===== src/rtl/i2c_mem_seq_pkg.sv =====
package i2c_mem_seq_pkg;
  typedef enum logic [2:0] {
    S_IDLE, S_WAIT, S_WRGET, S_RDPUSH, S_STOP, S_IDLEWAIT
  } seq_state_e;

  typedef enum logic [2:0] {
    P_START, P_DEV, P_MADDR, P_RSTART, P_DEVR, P_RECV, P_WDATA
  } seq_phase_e;

  localparam logic [7:0] CTL_EN    = 8'h40;
  localparam logic [7:0] CTL_START = 8'h20;
  localparam logic [7:0] CTL_STOP  = 8'h10;
  localparam logic [7:0] CTL_ACK   = 8'h04;

  localparam logic [7:0] ST_START  = 8'h08;
  localparam logic [7:0] ST_RSTART = 8'h10;
  localparam logic [7:0] ST_AW_ACK = 8'h18;
  localparam logic [7:0] ST_DW_ACK = 8'h28;
  localparam logic [7:0] ST_AR_ACK = 8'h40;
  localparam logic [7:0] ST_DR_ACK = 8'h50;
  localparam logic [7:0] ST_DR_NAK = 8'h58;
  localparam logic [7:0] ST_IDLE   = 8'hF8;

  localparam logic [7:0] EC_STATUS = 8'h01;
  localparam logic [7:0] EC_TMO    = 8'h02;
endpackage


===== src/rtl/i2c_mem_seq_abyte.sv =====
module i2c_mem_seq_abyte #(
  parameter int NB = 4,
  localparam int IW = (NB > 1) ? $clog2(NB) : 1
) (
  input  logic [NB*8-1:0] addr,
  input  logic [IW-1:0]   sel,
  output logic [7:0]      byte_o
);
  logic [7:0] lanes [NB];

  for (genvar g = 0; g < NB; g++) begin : g_lane
    assign lanes[g] = addr[g*8 +: 8];
  end

  assign byte_o = lanes[sel];
endmodule


===== src/rtl/i2c_mem_seq_tmo.sv =====
module i2c_mem_seq_tmo #(
  parameter int LIMIT = 1000,
  localparam int CW = $clog2(LIMIT + 1)
) (
  input  logic clk,
  input  logic rst_n,
  input  logic clear,
  input  logic run,
  input  logic tick,
  output logic expired
);
  logic [CW-1:0] cnt;

  assign expired = (cnt == CW'(LIMIT));

  always_ff @(posedge clk) begin
    if (!rst_n)                        cnt <= '0;
    else if (clear)                    cnt <= '0;
    else if (run && tick && !expired)  cnt <= cnt + 1'b1;
  end
endmodule


===== src/rtl/i2c_mem_seq.sv =====
module i2c_mem_seq
  import i2c_mem_seq_pkg::*;
#(
  parameter int MAX_ABYTES = 4,
  parameter int LEN_W      = 16,
  parameter int TMO_TICKS  = 1000,
  localparam int IDX_W = (MAX_ABYTES > 1) ? $clog2(MAX_ABYTES) : 1
) (
  input  logic                    clk,
  input  logic                    rst_n,
  input  logic                    go,
  input  logic [1:0]              op,
  input  logic [6:0]              dev_addr,
  input  logic [MAX_ABYTES*8-1:0] mem_addr,
  input  logic [IDX_W-1:0]        addr_len,
  input  logic [LEN_W-1:0]        xfer_len,
  output logic                    busy,
  output logic                    done,
  output logic [31:0]             result,
  input  logic                    wr_valid,
  output logic                    wr_ready,
  input  logic [7:0]              wr_data,
  output logic                    rd_valid,
  input  logic                    rd_ready,
  output logic [7:0]              rd_data,
  output logic                    eng_cmd,
  output logic [7:0]              eng_ctl,
  output logic [7:0]              eng_wdata,
  input  logic                    eng_done,
  input  logic [7:0]              eng_status,
  input  logic [7:0]              eng_rdata,
  input  logic                    scl_tick
);
  seq_state_e state, n_state;
  seq_phase_e phase, n_phase;

  logic [1:0]              op_q;
  logic [6:0]              dev_q;
  logic [MAX_ABYTES*8-1:0] addr_q;
  logic [IDX_W-1:0]        alen_q, idx, idx_nx, sel;
  logic [LEN_W-1:0]        rem;
  logic [7:0]              exp_st, n_ctl, n_data, n_exp, abyte;
  logic [31:0]             err_word, err_new, fin_word;
  logic                    err_hit, set_err, iss, cap_rd, dec_rem, idx_ld, fin, rx_ack;
  logic                    tmo_hit, is_probe, is_read;

  assign is_probe = op_q[1];
  assign is_read  = (op_q == 2'b01);
  assign busy     = (state != S_IDLE);
  assign wr_ready = (state == S_WRGET);
  assign sel      = (phase == P_DEV) ? alen_q : idx - IDX_W'(1);

  i2c_mem_seq_abyte #(.NB(MAX_ABYTES)) u_abyte (
    .addr(addr_q), .sel(sel), .byte_o(abyte)
  );

  i2c_mem_seq_tmo #(.LIMIT(TMO_TICKS)) u_tmo (
    .clk(clk), .rst_n(rst_n), .clear(iss),
    .run((state == S_WAIT) || (state == S_IDLEWAIT)),
    .tick(scl_tick), .expired(tmo_hit)
  );

  always_comb begin
    iss = 1'b0; n_ctl = CTL_EN; n_data = '0; n_exp = ST_IDLE;
    n_phase = phase; n_state = state; set_err = 1'b0; err_new = '0;
    cap_rd = 1'b0; dec_rem = 1'b0; idx_ld = 1'b0; idx_nx = idx;
    fin = 1'b0; fin_word = '0; rx_ack = 1'b0;
    case (state)
      S_IDLE: if (go) begin
        iss = 1'b1; n_ctl = CTL_EN | CTL_START; n_exp = ST_START;
        n_phase = P_START; n_state = S_WAIT;
      end
      S_WAIT: if (eng_done) begin
        if (eng_status != exp_st) begin
          set_err = 1'b1; err_new = {EC_STATUS, eng_ctl, eng_status, exp_st};
          n_state = S_STOP;
        end else begin
          case (phase)
            P_START: begin
              iss = 1'b1; n_data = {dev_q, is_probe};
              n_exp = is_probe ? ST_AR_ACK : ST_AW_ACK; n_phase = P_DEV;
            end
            P_DEV: if (is_probe) begin
              iss = 1'b1; n_exp = ST_DR_NAK; n_phase = P_RECV;
            end else begin
              iss = 1'b1; n_data = abyte; n_exp = ST_DW_ACK; n_phase = P_MADDR;
              idx_ld = 1'b1; idx_nx = alen_q;
            end
            P_MADDR: if (idx != '0) begin
              iss = 1'b1; n_data = abyte; n_exp = ST_DW_ACK;
              idx_ld = 1'b1; idx_nx = idx - IDX_W'(1);
            end else if (is_read) begin
              iss = 1'b1; n_ctl = CTL_EN | CTL_START; n_exp = ST_RSTART; n_phase = P_RSTART;
            end else begin
              n_state = (rem == '0) ? S_STOP : S_WRGET;
            end
            P_RSTART: begin
              iss = 1'b1; n_data = {dev_q, 1'b1}; n_exp = ST_AR_ACK; n_phase = P_DEVR;
            end
            P_DEVR: if (rem == '0) n_state = S_STOP;
            else begin
              rx_ack = (rem != LEN_W'(1));
              iss = 1'b1; n_ctl = CTL_EN | (rx_ack ? CTL_ACK : 8'h00);
              n_exp = rx_ack ? ST_DR_ACK : ST_DR_NAK; n_phase = P_RECV;
            end
            P_RECV: if (is_probe) n_state = S_STOP;
            else begin
              cap_rd = 1'b1; n_state = S_RDPUSH;
            end
            P_WDATA: begin
              dec_rem = 1'b1; n_state = (rem == LEN_W'(1)) ? S_STOP : S_WRGET;
            end
            default: n_state = S_STOP;
          endcase
        end
      end else if (tmo_hit) begin
        set_err = 1'b1; err_new = {EC_TMO, eng_ctl, eng_status, exp_st};
        n_state = S_STOP;
      end
      S_WRGET: if (wr_valid) begin
        iss = 1'b1; n_data = wr_data; n_exp = ST_DW_ACK; n_phase = P_WDATA; n_state = S_WAIT;
      end
      S_RDPUSH: if (rd_ready) begin
        dec_rem = 1'b1;
        if (rem == LEN_W'(1)) n_state = S_STOP;
        else begin
          rx_ack = (rem != LEN_W'(2));
          iss = 1'b1; n_ctl = CTL_EN | (rx_ack ? CTL_ACK : 8'h00);
          n_exp = rx_ack ? ST_DR_ACK : ST_DR_NAK; n_phase = P_RECV; n_state = S_WAIT;
        end
      end
      S_STOP: begin
        iss = 1'b1; n_ctl = CTL_EN | CTL_STOP; n_exp = ST_IDLE; n_state = S_IDLEWAIT;
      end
      S_IDLEWAIT: if ((eng_status == ST_IDLE) || tmo_hit) begin
        fin = 1'b1; n_state = S_IDLE;
        if (err_hit)                    fin_word = err_word;
        else if (eng_status != ST_IDLE) fin_word = {EC_TMO, eng_ctl, eng_status, ST_IDLE};
      end
      default: n_state = S_IDLE;
    endcase
  end

  always_ff @(posedge clk) begin
    if (!rst_n) begin
      state <= S_IDLE; phase <= P_START; op_q <= '0; dev_q <= '0; addr_q <= '0;
      alen_q <= '0; idx <= '0; rem <= '0; exp_st <= '0; err_word <= '0; err_hit <= 1'b0;
      eng_cmd <= 1'b0; eng_ctl <= '0; eng_wdata <= '0; rd_valid <= 1'b0; rd_data <= '0;
      done <= 1'b0; result <= '0;
    end else begin
      state   <= n_state;
      phase   <= n_phase;
      eng_cmd <= iss;
      done    <= fin;
      if (iss) begin
        eng_ctl <= n_ctl; eng_wdata <= n_data; exp_st <= n_exp;
      end
      if (state == S_IDLE && go) begin
        op_q <= op; dev_q <= dev_addr; addr_q <= mem_addr; alen_q <= addr_len;
        rem <= xfer_len; err_hit <= 1'b0; err_word <= '0;
      end else if (dec_rem) begin
        rem <= rem - LEN_W'(1);
      end
      if (idx_ld)  idx <= idx_nx;
      if (set_err) begin
        err_hit <= 1'b1; err_word <= err_new;
      end
      if (cap_rd) begin
        rd_valid <= 1'b1; rd_data <= eng_rdata;
      end else if (rd_valid && rd_ready) begin
        rd_valid <= 1'b0;
      end
      if (fin) result <= fin_word;
    end
  end
endmodule


===== config.mk =====
export PLATFORM = sky130hd
export DESIGN_NAME = i2c_mem_seq
export DESIGN_NICKNAME = d
export VERILOG_FILES = /design/src/rtl/i2c_mem_seq_pkg.sv /design/src/rtl/i2c_mem_seq_abyte.sv /design/src/rtl/i2c_mem_seq_tmo.sv /design/src/rtl/i2c_mem_seq.sv
export SDC_FILE = /design/constraint.sdc
export NUM_CORES = 1
export LEC_CHECK = 0
export BUFFER_PORTS_ARGS = -buffer_cell sky130_fd_sc_hd__clkbuf_2
export CORE_MARGIN = 5
export CORE_UTILIZATION = 25
export DETAILED_ROUTE_END_ITERATION = 7
export SKIP_CTS_REPAIR_TIMING = 1
export SYNTH_ARGS = -nofsm -noshare
export SYNTH_HDL_FRONTEND = slang
export SYNTH_SLANG_ARGS = --single-unit

===== constraint.sdc =====
create_clock -name clk -period 3.6 [get_ports clk]
set_clock_uncertainty 0.15 [all_clocks]
set_input_delay 0.36 -clock clk [delete_from_list [all_inputs] [get_ports clk]]
set_output_delay 0.36 -clock clk [all_outputs]
set_load 0.05 [all_outputs]

# Yosys cells after proc, flatten, opt, wreduce, memory -nomap -nowiden
# Index checks and enable logic that the tools add are counted.
[classes]
reduce_logical = 22
n_eq_ne = 37
addsub = 3
magnitude_cmp = 1
mux = 117
bitwise = 3
[ops]
columns = ["op", "count"]
rows = [
  ["32-bit two-way mux", 7],
  ["8-bit two-way mux", 16],
  ["3-bit two-way mux", 29],
  ["8-bit one-hot mux with 4 select lines", 2],
  ["26-bit two-way mux", 2],
  ["8-bit one-hot mux with 5 select lines", 1],
  ["1-bit two-way mux", 32],
  ["16-bit two-way mux", 2],
  ["6-bit two-way mux", 5],
  ["3-bit one-hot mux with 5 select lines", 2],
  ["25-bit two-way mux", 1],
  ["6-bit one-hot mux with 4 select lines", 1],
  ["3-bit one-hot mux with 6 select lines", 1],
  ["8-bit binary-select mux with 2-bit select", 1],
  ["16-bit by 1-bit equality test with 1-bit output, second input constant", 1],
  ["16-bit zero test", 1],
  ["16-bit by 1-bit inequality test with 1-bit output, second input constant", 1],
  ["16-bit by 2-bit inequality test with 1-bit output, second input constant", 1],
  ["2-bit inequality test, second input constant", 8],
  ["8-bit one-hot mux with 2 select lines", 1],
  ["16-bit by 1-bit subtractor with 16-bit output, second input constant", 1],
  ["3-bit equality test, second input constant", 5],
  ["5-bit inequality test, second input constant", 3],
  ["7-bit two-way mux", 2],
  ["other kinds (36)", 57],
]
[totals]
ff_bits = 177
wordCells = 202
in_bits = 90
out_inout_bits = 61

# Logic depth before layout (Yosys ltp)
# Gate-level depths: netlist (run 1).
[depth]
depth_word = 11
depth_mapped = 9
ltp_nobuf = 8

# Cells and area by module
# Synthesis (run 1) repeated with hierarchy kept, for this count alone.
[unflattened]
hier_cells = 896
area_unflattened_um2 = 7070.5
[modules_own_cells]
columns = ["module", "seq_area_each_um2", "instances", "cells_per_inst", "area_per_inst_um2"]
rows = [
  ["i2c_mem_seq", 2682.6, 1, 820, 6321.1],
  ["i2c_mem_seq_tmo", 200.2, 1, 66, 553.0],
  ["i2c_mem_seq_abyte", 0.0, 1, 10, 196.4],
]

# Worst setup path before layout (run 1)
# Ideal clock, no wire load.
[synth_timing]
path_type = "input to register"
start = "input eng_status[0]"
end = "register state[2]"
path_buffers = 2
path_slack_ns = 0.980
cell_stages = 8
arrival_time_ns = 2.350
t_required_ns = 3.330
path_cell_list = "or3_4 or4_1 buf_4 or2_1 clkbuf_1 or4_1 o21ai_1 a211oi_1"
[synth_between]
elab_chain_len = 4
word_cells_on_any_way = 12
cone_classes = "7 x eq/ne; 3 x mux; 2 x reduce/logical"
[synth_rtl]
columns = ["item", "line", "text"]
rows = [
  ["start, declared", "i2c_mem_seq.sv:30", "input logic [7:0] eng_status,"],
  ["8-bit inequality test / 8-bit equality test (equally long branches)", "i2c_mem_seq.sv:74, i2c_mem_seq.sv:135", ""],
  ["3-bit two-way mux / 1-bit logical OR (equally long branches)", "i2c_mem_seq.sv:74, i2c_mem_seq.sv:135", ""],
  ["3-bit two-way mux / 2-bit by 1-bit inequality test with 1-bit output (equally long branches)", "n/a", ""],
  ["3-bit one-hot mux with 6 select lines / 9-bit AND reduction (equally long branches)", "n/a", ""],
  ["end signal, assigned", "i2c_mem_seq.sv:151", "state <= n_state;"],
  ["end, declared", "i2c_mem_seq.sv:34", "seq_state_e state, n_state;"],
]
# Several ways; a longest one is shown, not always the timed one.
# A chain may end at the register's enable or synchronous reset.

# Worst setup path after layout (run 1)
[layout_timing]
start = "register rem[1]"
end = "register exp_st[3]"
[layout_between]
elab_chain_len = 7
word_cells_on_any_way = 20
cone_classes = "3 x eq/ne; 16 x mux; 1 x reduce/logical"
[layout_rtl]
columns = ["item", "line", "text"]
rows = [
  ["start, declared", "i2c_mem_seq.sv:41", "logic [LEN_W-1:0] rem;"],
  ["start signal, assigned", "i2c_mem_seq.sv:162", "rem <= rem - LEN_W'(1);"],
  ["16-bit by 1-bit inequality test with 1-bit output", "i2c_mem_seq.sv:102", "rx_ack = (rem != LEN_W'(1));"],
  ["4-bit two-way mux", "i2c_mem_seq.sv:104", "n_exp = rx_ack ? ST_DR_ACK : ST_DR_NAK; n_phase = P_RECV;"],
  ["8-bit two-way mux", "i2c_mem_seq.sv:100", "P_DEVR: if (rem == '0) n_state = S_STOP;"],
  ["8-bit one-hot mux with 5 select lines", "i2c_mem_seq.sv:78", "case (phase)"],
  ["8-bit two-way mux", "i2c_mem_seq.sv:74", "if (eng_status != exp_st) begin"],
  ["8-bit two-way mux", "i2c_mem_seq.sv:73", "S_WAIT: if (eng_done) begin"],
  ["8-bit one-hot mux with 4 select lines", "i2c_mem_seq.sv:68", "case (state)"],
  ["end signal, assigned", "i2c_mem_seq.sv:156", "eng_ctl <= n_ctl; eng_wdata <= n_data; exp_st <= n_exp;"],
  ["end, declared", "i2c_mem_seq.sv:42", "logic [7:0] exp_st, n_ctl, n_data, n_exp, abyte;"],
]
# Several ways; a longest one is shown, not always the timed one.

==> summary.md, run 1 <==
| Metric | Value |
|---|---|
| Status | `finished clean` |
| First-pass GRT wire length | `around 35,000 um` |
| Post-Synth Adder-Cell Area | `1.22%` |
| Crit-path cells | `inv_1 -> ha_1 -> nor4b_1 -> buf_4 -> nand4_1 -> a22o_1 -> a22oi_2 -> inv_1 -> a32o_1` |
| Crit Path Category | `reg2reg` |
| Synth area leader | `dfxtp_1` |
| Antenna cells | `0` |
| Yosys warns | `0` |
| Endpoints failing setup | `0` |
| Core area | `28,500 um^2` |
| CP max-delay cell | `a22oi_2` |
| Flops & latches, synth | `144` |
| Area Overhead vs Synth | `22.7%` |
| Remaining antenna violation count | `0` |
| Leak Pwr | `3.44 nW` |
| Seq/Total Area, Yosys | `40.0%` |
| Clk root buf | `clkbuf_16` |
| DRT iter0 DRCs | `approximately 360` |
| CTS buffer count | `17` |
| Non-Filler Instances | `~1,400` |
| Row count | `between 60 and 70` |
| Setup TNS Final | `0 ns` |
| GRT Util Overall | `13.2%` |
| Minimum clock period | `2.85 ns` |
| CP arrival | `~3.0 ns` |
| IO Count | `151` |
| DR WL/cell | `about 16 um` |
| Synthesized instance count | `870` |
| Stages on worst setup path | `9` |
| Worst Setup End Kind | `flop` |
| Final Wtd Congestion | `0.888` |
| Startpoint Class | `flop` |
| CTS Buffer Depth | `2` |
| Commonest cells in the netlist | `147 x nand2_1, 144 x dfxtp_1, 102 x a21oi_1, 57 x nor2_1, 48 x clkbuf_1` |
| Most frequent cell on the critical path | `inv_1` |
| Mux cell area share after synthesis | `roughly 8.4%` |
| Nets@finish | `approximately 1,100` |
| Starting Density | `25.2%` |
| Synth Cell Area | `between 7000 and 8000 um^2` |
| Via/cell ratio | `about 4.8` |
| DP Wirelength | `15,800 um` |
| Synth top area cells | `dfxtp_1 40%, nand2_1 7.7%, a21oi_1 7.1%, mux4_2 4.4%, mux2i_1 3.6%` |
| Syn avg cell area | `8.28 um^2` |
| Clock Pin Slew Worst Setup and Hold Paths | `0.07 ns` |
| Fillers | `3,092` |
| Yosys top cell area share | `40.0%` |
| CP delay by family, top | `compound AO/OA/AOI/OAI gates` |
| PortBufs | `133` |
| DRC Markers | `0` |
| Worst-Margin Slew | `0.909 ns` |
| WHS | `0.00819 ns` |
| Full die area | `32,300 um^2` |
| RSZ-0062 raised after global routing | `no` |
| Worst Path Required | `approximately 3.8 ns` |
| Vias in the first global route | `6,530` |
| Crit Path Max Fanout | `8` |
| PD cells | `503 nW/um^2` |
| Post-synth cell types | `71` |
| XOR/XNOR Fraction of Synth Area | `3.16%` |
| Die height | `180 um` |
| Drt total wl | `approximately 22,000 um` |
| Fin. max-slew vios | `0` |
| Most frequent cell after synthesis | `nand2_1` |
| Hold Violations, Final | `0` |
| Complex-gate fraction of the synthesized area | `19.8%` |
| Largest net degree at the start of global routing | `64` |
| Max_cap viols | `0` |
| Hold depth | `3` |
| Max Freq | `0.351 GHz` |
| Slew HR | `between 30% and 40%` |
| Detailed Routing Iterations Pass 1 | `5` |
| Antenna violations before repair | `1` |
| Clk sinks | `144` |
| Peak VDD IR | `0.000294 V` |
| Fin crit share | `79.2%` |
| H-tree levels | `4` |
| Top FF cell, synth | `dfxtp_1` |
| Main combinational cell family by area after synthesis | `simple AND/OR/NAND/NOR gates` |
| Synth Area in Simple Gates | `21.3%` |
| CTS tree | `done` |
| Post-synth EDFFs | `0` |
| Vias post-DR | `between 6,000 and 7,000` |
| Max incr delay on CP | `0.45 ns` |
| Reg2Reg Depth | `9` |
| Placed insts | `1,347` |
| Global route total overflow | `0` |
| FFs w/ async S/R, synth | `0%` |
| Buffers & Inverters on Critical Path | `3` |
| Worst-skew pair later-pin latency | `0.42 ns` |
| Hold crit path type | `in2reg` |
| Layout cells sized above 1 | `between 20% and 30%` |
| Die width | `~180 um` |
## worst reg2reg max path, stage by stage (launching register included)
cell	delay, ns
dfxtp_1	0.34
inv_1	0.11
ha_1	0.22
nor4b_1	0.25
buf_4	0.17
nand4_1	0.22
a22o_1	0.39
a22oi_2	0.45
inv_1	0.19
a32o_1	0.25
## routing by layer
metal	up-vias	part of all wire (%)	global-route usage, %	wire (um)
li1	3308	-	-	-
met1	3197	45	16.7	9690
met2	163	49	22.3	10700
met3	23	4.4	2.71	945
met4	2	1.6	4.75	350
met5	-	0.046	0	10
## final timing paths
path,startpoint,endpoint,slack (ns)
worst max-delay path,rem[1]$_SDFFE_PN0P_,exp_st[3]$_SDFFE_PN0P_,0.75
worst min-delay path,mem_addr[13],addr_q[13]$_SDFFE_PN0P_,0.008
worst max register to register,rem[1]$_SDFFE_PN0P_,exp_st[3]$_SDFFE_PN0P_,0.75
worst min register to register,addr_q[24]$_SDFFE_PN0P_,addr_q[24]$_SDFFE_PN0P_,0.31
## cell type report
| type | count | area (um^2) | share of cell area (%) |
|---|---|---|---|
| Multi-Input combinational cell | 646 | 3940 | 44.6 |
| Clock buffer | 18 | 439 | 4.97 |
| Sequential cell | 144 | 2880 | 32.6 |
| Timing Repair Buffer | 159 | 883 | 9.99 |
| Tap cell | 384 | 480 | 5.43 |
| Clock inverter | 14 | 146 | 1.66 |
| Inverter | 18 | 67.6 | 0.764 |
## power breakdown
part           switching [W]  internal [W]  leakage [nW]
Clock               0.000776      0.000996         0.288
Combinational       0.000549      0.000305          1.98
Sequential          0.000119       0.00170          1.17
Total                0.00144       0.00300          3.44
## metrics by stage
step	power, W	setup slack (ns)	util [%]	area, um^2
finish	0.00445	0.748	31.0	8840
global placement	0.00270	0.481	28.8	8220
detailed placement	0.00271	0.450	28.8	8220
floorplan	0.00244	0.980	-	7270
global route	0.00468	0.494	31.0	8840
CTS	0.00451	0.727	30.8	8800
## sequential cells by signal (all words and copies together) (netlist names), 2 cells and up
name / count
op_q: 2
eng_ctl: 4
phase: 3
err_word: 19
state: 3
rem: 16
alen_q: 2
idx: 2
u_tmo.cnt: 10
dev_q: 7
addr_q: 32
result: 19
eng_wdata: 8
rd_data: 8
exp_st: 5
## logic make-up after synthesis
group	after synthesis
compound gates	229
xor+xnor	26
fa+ha+maj	7
buf+inv	96
flops	144
mux	42
other cells	1
simple gates	325
## cells in the final DEF (no fill, tap or decap), types with 7 or more instances in the layout
cell	n
nand4_1	7
xor2_1	20
o211ai_1	10
a21oi_1	102
a32oi_1	9
mux2i_1	26
ha_1	7
buf_4	21
conb_1	17
mux4_2	14
clkbuf_16	17
clkbuf_2	133
nand2b_1	7
a221oi_1	10
inv_1	17
a22o_1	11
nand2_1	147
nand3_1	29
nor2_1	57
nor3_1	28
dfxtp_1	144
nor2b_1	11
o21ai_0	44
(Power assumes the default switching activity.)
==> inputs of run 2 (changes only) <==
==> constraint.sdc (replaced) <==
create_clock -name clk -period 2.5 [get_ports clk]
set_clock_uncertainty 0.15 [all_clocks]
set_input_delay 0.25 -clock clk [delete_from_list [all_inputs] [get_ports clk]]
set_output_delay 0.25 -clock clk [all_outputs]
set_load 0.05 [all_outputs]
==> summary.md, run 2 (same netlist as run 1, synthesis figures left out) <==
| Metric | Value |
|---|---|
| DP Wirelength | `about 16,000 um` |
| Fillers | `3,021` |
| Core area | `about 29,000 um^2` |
| GRT Util Overall | `13.2%` |
| Largest Register | `addr_q` |
| Global route total overflow | `0` |
| Crit-path cells | `or3b_4 -> mux2_4 -> buf_4 -> mux4_2 -> mux2i_1 -> o21ai_0 -> a22o_1` |
| Die height | `approximately 180 um` |
| Worst Setup Slack, final | `0.0706 ns` |
| Worst-skew pair later-pin latency | `0.43 ns` |
| Reg2Reg Depth | `7` |
| Max incr delay on CP | `0.42 ns` |
| DRT iter0 DRCs | `481` |
| Layout cells sized above 1 | `25.7%` |
| PD cells | `664 nW/um^2` |
| Largest register FFs | `32` |
| Vias in the first global route | `approximately 6,800` |
| CTS buffer count | `17` |
| Worst Setup End Kind | `flop` |
| First-pass GRT wire length | `35,300 um` |
| Fin crit share | `between 90% and 100%` |
| CTS Buffer Depth | `2` |
| Starting Density | `25.2%` |
| Crit Path Category | `reg2reg` |
| Endpoints failing setup | `0` |
| IO Count | `approximately 150` |
| Startpoint Class | `flop` |
| Clk root buf | `clkbuf_16` |
| H-tree levels | `4` |
| Crit Path Max Fanout | `7` |
| Post-route cell area | `9900 um^2` |
| Max Freq | `between 0.4 and 0.5 GHz` |
| CP max-delay cell | `or3b_4` |
| PortBufs | `133` |
| Worst-Margin Slew | `0.728 ns` |
| Final Wtd Congestion | `between 0.8 and 0.9` |
| Fin util | `34.7%` |
| Most frequent cells in the layout | `147 x nand2_1, 140 x dfxtp_1, 133 x clkbuf_2` |
| Stages on worst setup path | `7` |
| Drt total wl | `23,200 um` |
| Hold depth | `3` |
| Post-DP Area | `8610 um^2` |
| Commonest non-fill, non-tap cell in the layout | `nand2_1` |
| Detailed Routing Iterations Pass 1 | `5` |
| Vias post-DR | `7,141` |
| DR WL/cell | `between 15 and 20 um` |
| Leak Pwr | `about 4.0 nW` |
| Minimum clock period | `between 2 and 2.5 ns` |
| Area Overhead vs Synth | `37.4%` |
| Hold crit path type | `in2reg` |
| Place WS | `-0.220 ns` |
| Fin. max-slew vios | `0` |
| Full die area | `32,300 um^2` |
| Clock Pin Slew Worst Setup and Hold Paths | `0.07 ns` |
| Buffers & Inverters on Critical Path | `1` |
| Nets@finish | `1,190` |
| CP arrival | `2.60 ns` |
| Status | `finished with violations` |
| Hold Violations, Final | `7` |
| Biggest regs | `addr_q (32), err_word (19), result (19)` |
| Reg area | `roughly 2900 um^2` |
| Setup TNS Final | `0 ns` |
| Largest net degree at the start of global routing | `64` |
| Worst Path Required | `roughly 2.7 ns` |
| Slew HR | `51.5%` |
| WHS | `-0.0259 ns` |
| Multi-input logic area | `4020 um^2` |
| Peak VDD IR | `approximately 0.0004 V` |
| CTS tree | `done` |
| Clk sinks | `144` |
| DRC Markers | `0` |
| Via/cell ratio | `4.79` |
| Max_cap viols | `0` |
| Violated checks | `negative hold slack` |
| Row count | `62` |
| Antenna violations before repair | `2` |
| Remaining antenna violation count | `0` |
| CP delay by family, top | `multiplexers` |
| Die width | `180 um` |
[run 2: changes by cell type in the layout (fill, tap and decap cells not counted), moves of 2 or more]
cell | before | now
dlygate4sd3_1 | 4 | 57
buf_4 | 21 | 66
dfxtp_1 | 144 | 140
dfxtp_2 | 0 | 4
buf_12 | 1 | 4
buf_6 | 0 | 3
nor3_1 | 28 | 26
nor3_2 | 2 | 4
[run 2: cell type report]
class	instances	share of cell area [%]
Clock inverter	13	1.25
Multi-Input combinational cell	647	40.6
Clock buffer	19	4.47
Sequential cell	144	29.2
Timing Repair Buffer	265	18.9
Inverter	18	0.682
Tap cell	384	4.85
Antenna cell	1	0.0253
[run 2: final timing paths]
kind                                              start                         to  slack (ns)
worst max register to register    phase[0]$_SDFFE_PN0P_  eng_wdata[4]$_SDFFE_PN0P_        0.07
worst min register to register  result[24]$_SDFFE_PN0P_    result[24]$_SDFFE_PN0P_        0.30
worst min-delay path                        xfer_len[9]        rem[9]$_SDFFE_PN0P_       -0.03
worst max-delay path              phase[0]$_SDFFE_PN0P_  eng_wdata[4]$_SDFFE_PN0P_        0.07
[run 2: worst register-to-register path, cell delays in order (launching register included)]
cell and delay, ns:
dfxtp_1 0.33, or3b_4 0.42, mux2_4 0.40, buf_4 0.17, mux4_2 0.40, mux2i_1 0.17, o21ai_0 0.12, a22o_1 0.18
[run 2: stage by stage]
| stage | total power [W] | cells |
|---|---|---|
| detailed placement | 0.00401 | 1394 |
| global placement | 0.00399 | 1394 |
| CTS | 0.00652 | 1426 |
| global route | 0.00690 | 1491 |
| finish | 0.00658 | 1491 |
| floorplan | 0.00352 | 886 |
[run 2: routing by layer]
metal / GRT usage [%] / part of all wire, % / wire, um
met1: 16.3 / 43 / 10100
met2: 22.5 / 50 / 11600
met3: 3.15 / 4.6 / 1070
met4: 4.88 / 1.7 / 400
met5: 0 / 0.086 / 20
[run 2: power breakdown]
| group | switching [W] | internal (W) |
|---|---|---|
| clock network | 0.00114 | 0.00134 |
| logic | 0.000883 | 0.000613 |
| registers | 0.000148 | 0.00245 |
==> inputs of run 3 (changes only) <==
--- a/config.mk
+++ b/config.mk
@@ -7,7 +7,7 @@
 export LEC_CHECK = 0
 export BUFFER_PORTS_ARGS = -buffer_cell sky130_fd_sc_hd__clkbuf_2
 export CORE_MARGIN = 5
-export CORE_UTILIZATION = 25
+export CORE_UTILIZATION = 40
 export DETAILED_ROUTE_END_ITERATION = 7
 export SKIP_CTS_REPAIR_TIMING = 1
 export SYNTH_ARGS = -nofsm -noshare
==> summary.md, run 3 (same netlist as run 1, synthesis figures left out) <==
| Metric | Value |
|---|---|
| Status | `finished with violations` |
| Violated checks | `negative hold slack` |
| CP delay by family, top | `buffers and inverters` |
| CTS tree | `done` |
| Placed insts | `1,233` |
| WHS | `-0.0480 ns` |
| Layout cells sized above 1 | `24.6%` |
| Largest net degree at the start of global routing | `98` |
| Nets@finish | `1,184` |
| Largest Register | `addr_q` |
| Remaining antenna violation count | `0` |
| Starting Density | `approximately two fifths` |
| Max Freq | `0.413 GHz` |
| DRC Markers | `0` |
| Worst-skew pair later-pin latency | `roughly 0.42 ns` |
| GRT Util Overall | `roughly 20%` |
| IO Count | `151` |
| Die width | `144 um` |
| Peak VDD IR | `0.000441 V` |
| Drt total wl | `20,900 um` |
| Worst Path Required | `about 2.7 ns` |
| Leak Pwr | `between 3 and 4 nW` |
| Crit Path Max Fanout | `10` |
| Slew HR | `58.2%` |
| CTS buffer count | `17` |
| Clock Pin Slew Worst Setup and Hold Paths | `0.06 ns` |
| Buffers & Inverters on Critical Path | `3` |
| Via/cell ratio | `5.26` |
| Largest register FFs | `32` |
| Sequential share of power | `36.3%` |
| PD cells | `728 nW/um^2` |
| CP max-delay cell | `dlygate4sd3_1` |
| Net switching power | `0.00200 W` |
| Core area | `17,800 um^2` |
| Worst-Margin Slew | `~0.62 ns` |
| Most frequent cells in the layout | `147 x nand2_1, 142 x dfxtp_1, 133 x clkbuf_2` |
| Gate power share | `20.4%` |
| Clk sinks | `144` |
| Stages on worst setup path | `9` |
| Antenna cells | `0` |
| DR WL/cell | `15.7 um` |
| Clk root buf | `clkbuf_16` |
| Non-Filler Instances | `~1,300` |
| CP arrival | `about 2.6 ns` |
| Detailed Routing Iterations Pass 1 | `5` |
| Clock power frac | `43.3%` |
| Switch share | `28.0%` |
| Minimum clock period | `2.42 ns` |
| Max_cap viols | `0` |
| Vias in the first global route | `6,377` |
| Endpoints failing setup | `0` |
| DP Wirelength | `14,200 um` |
| Antenna violations before repair | `0` |
| Row count | `49` |
| Pint | `0.00513 W` |
| Fin crit share | `96.8%` |
| First-pass GRT wire length | `~32,000 um` |
| CTS Buffer Depth | `2` |
| Biggest regs | `addr_q (32), err_word (19), result (19)` |
| Final Wtd Congestion | `0.905` |
| Startpoint Class | `input pin` |
| Hold depth | `3` |
| Hold Violations, Final | `6` |
| Worst Setup Slack, final | `0.0799 ns` |
| Worst Setup End Kind | `flop` |
| Crit-path cells | `dlygate4sd3_1 -> clkbuf_2 -> xnor2_1 -> nand2_1 -> nor4_4 -> buf_4 -> o2111ai_1 -> xor2_1 -> a21oi_1` |
| Max incr delay on CP | `0.53 ns` |
| Commonest non-fill, non-tap cell in the layout | `nand2_1` |
| Hold crit path type | `in2reg` |
| Fin. max-slew vios | `0` |
| H-tree levels | `4` |
| Place WS | `-0.186 ns` |
| Reg2Reg Depth | `9` |
| DRT iter0 DRCs | `469` |
| Area Overhead vs Synth | `35.7%` |
| Full die area | `20,800 um^2` |
| Vias post-DR | `6,988` |
| Fillers | `1,633` |
| PortBufs | `133` |
| Crit Path Category | `in2reg` |
| Setup TNS Final | `0 ns` |
| Die height | `144 um` |
| Global route total overflow | `0` |
-- run 3: power by group through the flow --
stage | Sequential [W] | Clock (W) | Combinational, W
3_5_place_dp | 0.00263 | 0 | 0.00133
6_report | 0.00259 | 0.00308 | 0.00145
5_1_grt | 0.00261 | 0.00324 | 0.00159
3_3_place_gp | 0.00263 | 0 | 0.00133
4_1_cts | 0.00258 | 0.00313 | 0.00134
2_1_floorplan | 0.00263 | 0 | 0.000885
-- run 3: cell type report --
| cell class | instances | area [um^2] | area share (%) |
|---|---|---|---|
| well taps | 229 | 287 | 2.93 |
| flip-flops and latches | 144 | 2890 | 29.5 |
| repair buffers | 260 | 1840 | 18.8 |
| clock inverters | 14 | 284 | 2.90 |
| clock buffers | 18 | 429 | 4.39 |
| multi-input cells | 646 | 3990 | 40.8 |
| inverters | 18 | 67.6 | 0.691 |
-- run 3: path summary, 6_finish.rpt --
kind | from | endpoint | slack, ns
worst max-delay path | eng_status[3] | rem[11]$_SDFFE_PN0P_ | 0.08
worst min-delay path | xfer_len[6] | rem[6]$_SDFFE_PN0P_ | -0.05
worst max register to register | exp_st[6]$_SDFFE_PN0P_ | rd_data[4]$_SDFFE_PN0P_ | 0.11
worst min register to register | dev_q[6]$_SDFFE_PN0P_ | dev_q[6]$_SDFFE_PN0P_ | 0.31
-- run 3: stage by stage --
step	power [W]	instance area, um^2	utilization [%]
final	0.00713	9780	54.8
after global routing	0.00744	9780	54.8
after CTS	0.00705	9090	51.0
after detailed placement	0.00397	8380	47.0
after global placement	0.00395	8380	47.0
after floorplan	0.00352	7270	-
-- run 3: layer usage --
layer  part of all wire (%)  global-route usage, %  up-vias  wire, um
met4                    1.4                   6.09        0       293
met3                    6.0                   4.00       22      1250
met1                     45                   26.8     3244      9390
met2                     48                   31.2      205      9950
li1                       -                      -     3517         -
met5                      0                      0        -         0
-- run 3: worst min-delay path, delay by kind of cell --
kind                   cells  cell delay [ns]
AOI/OAI and AO/OA          2             0.17
buffers and inverters      1             0.07
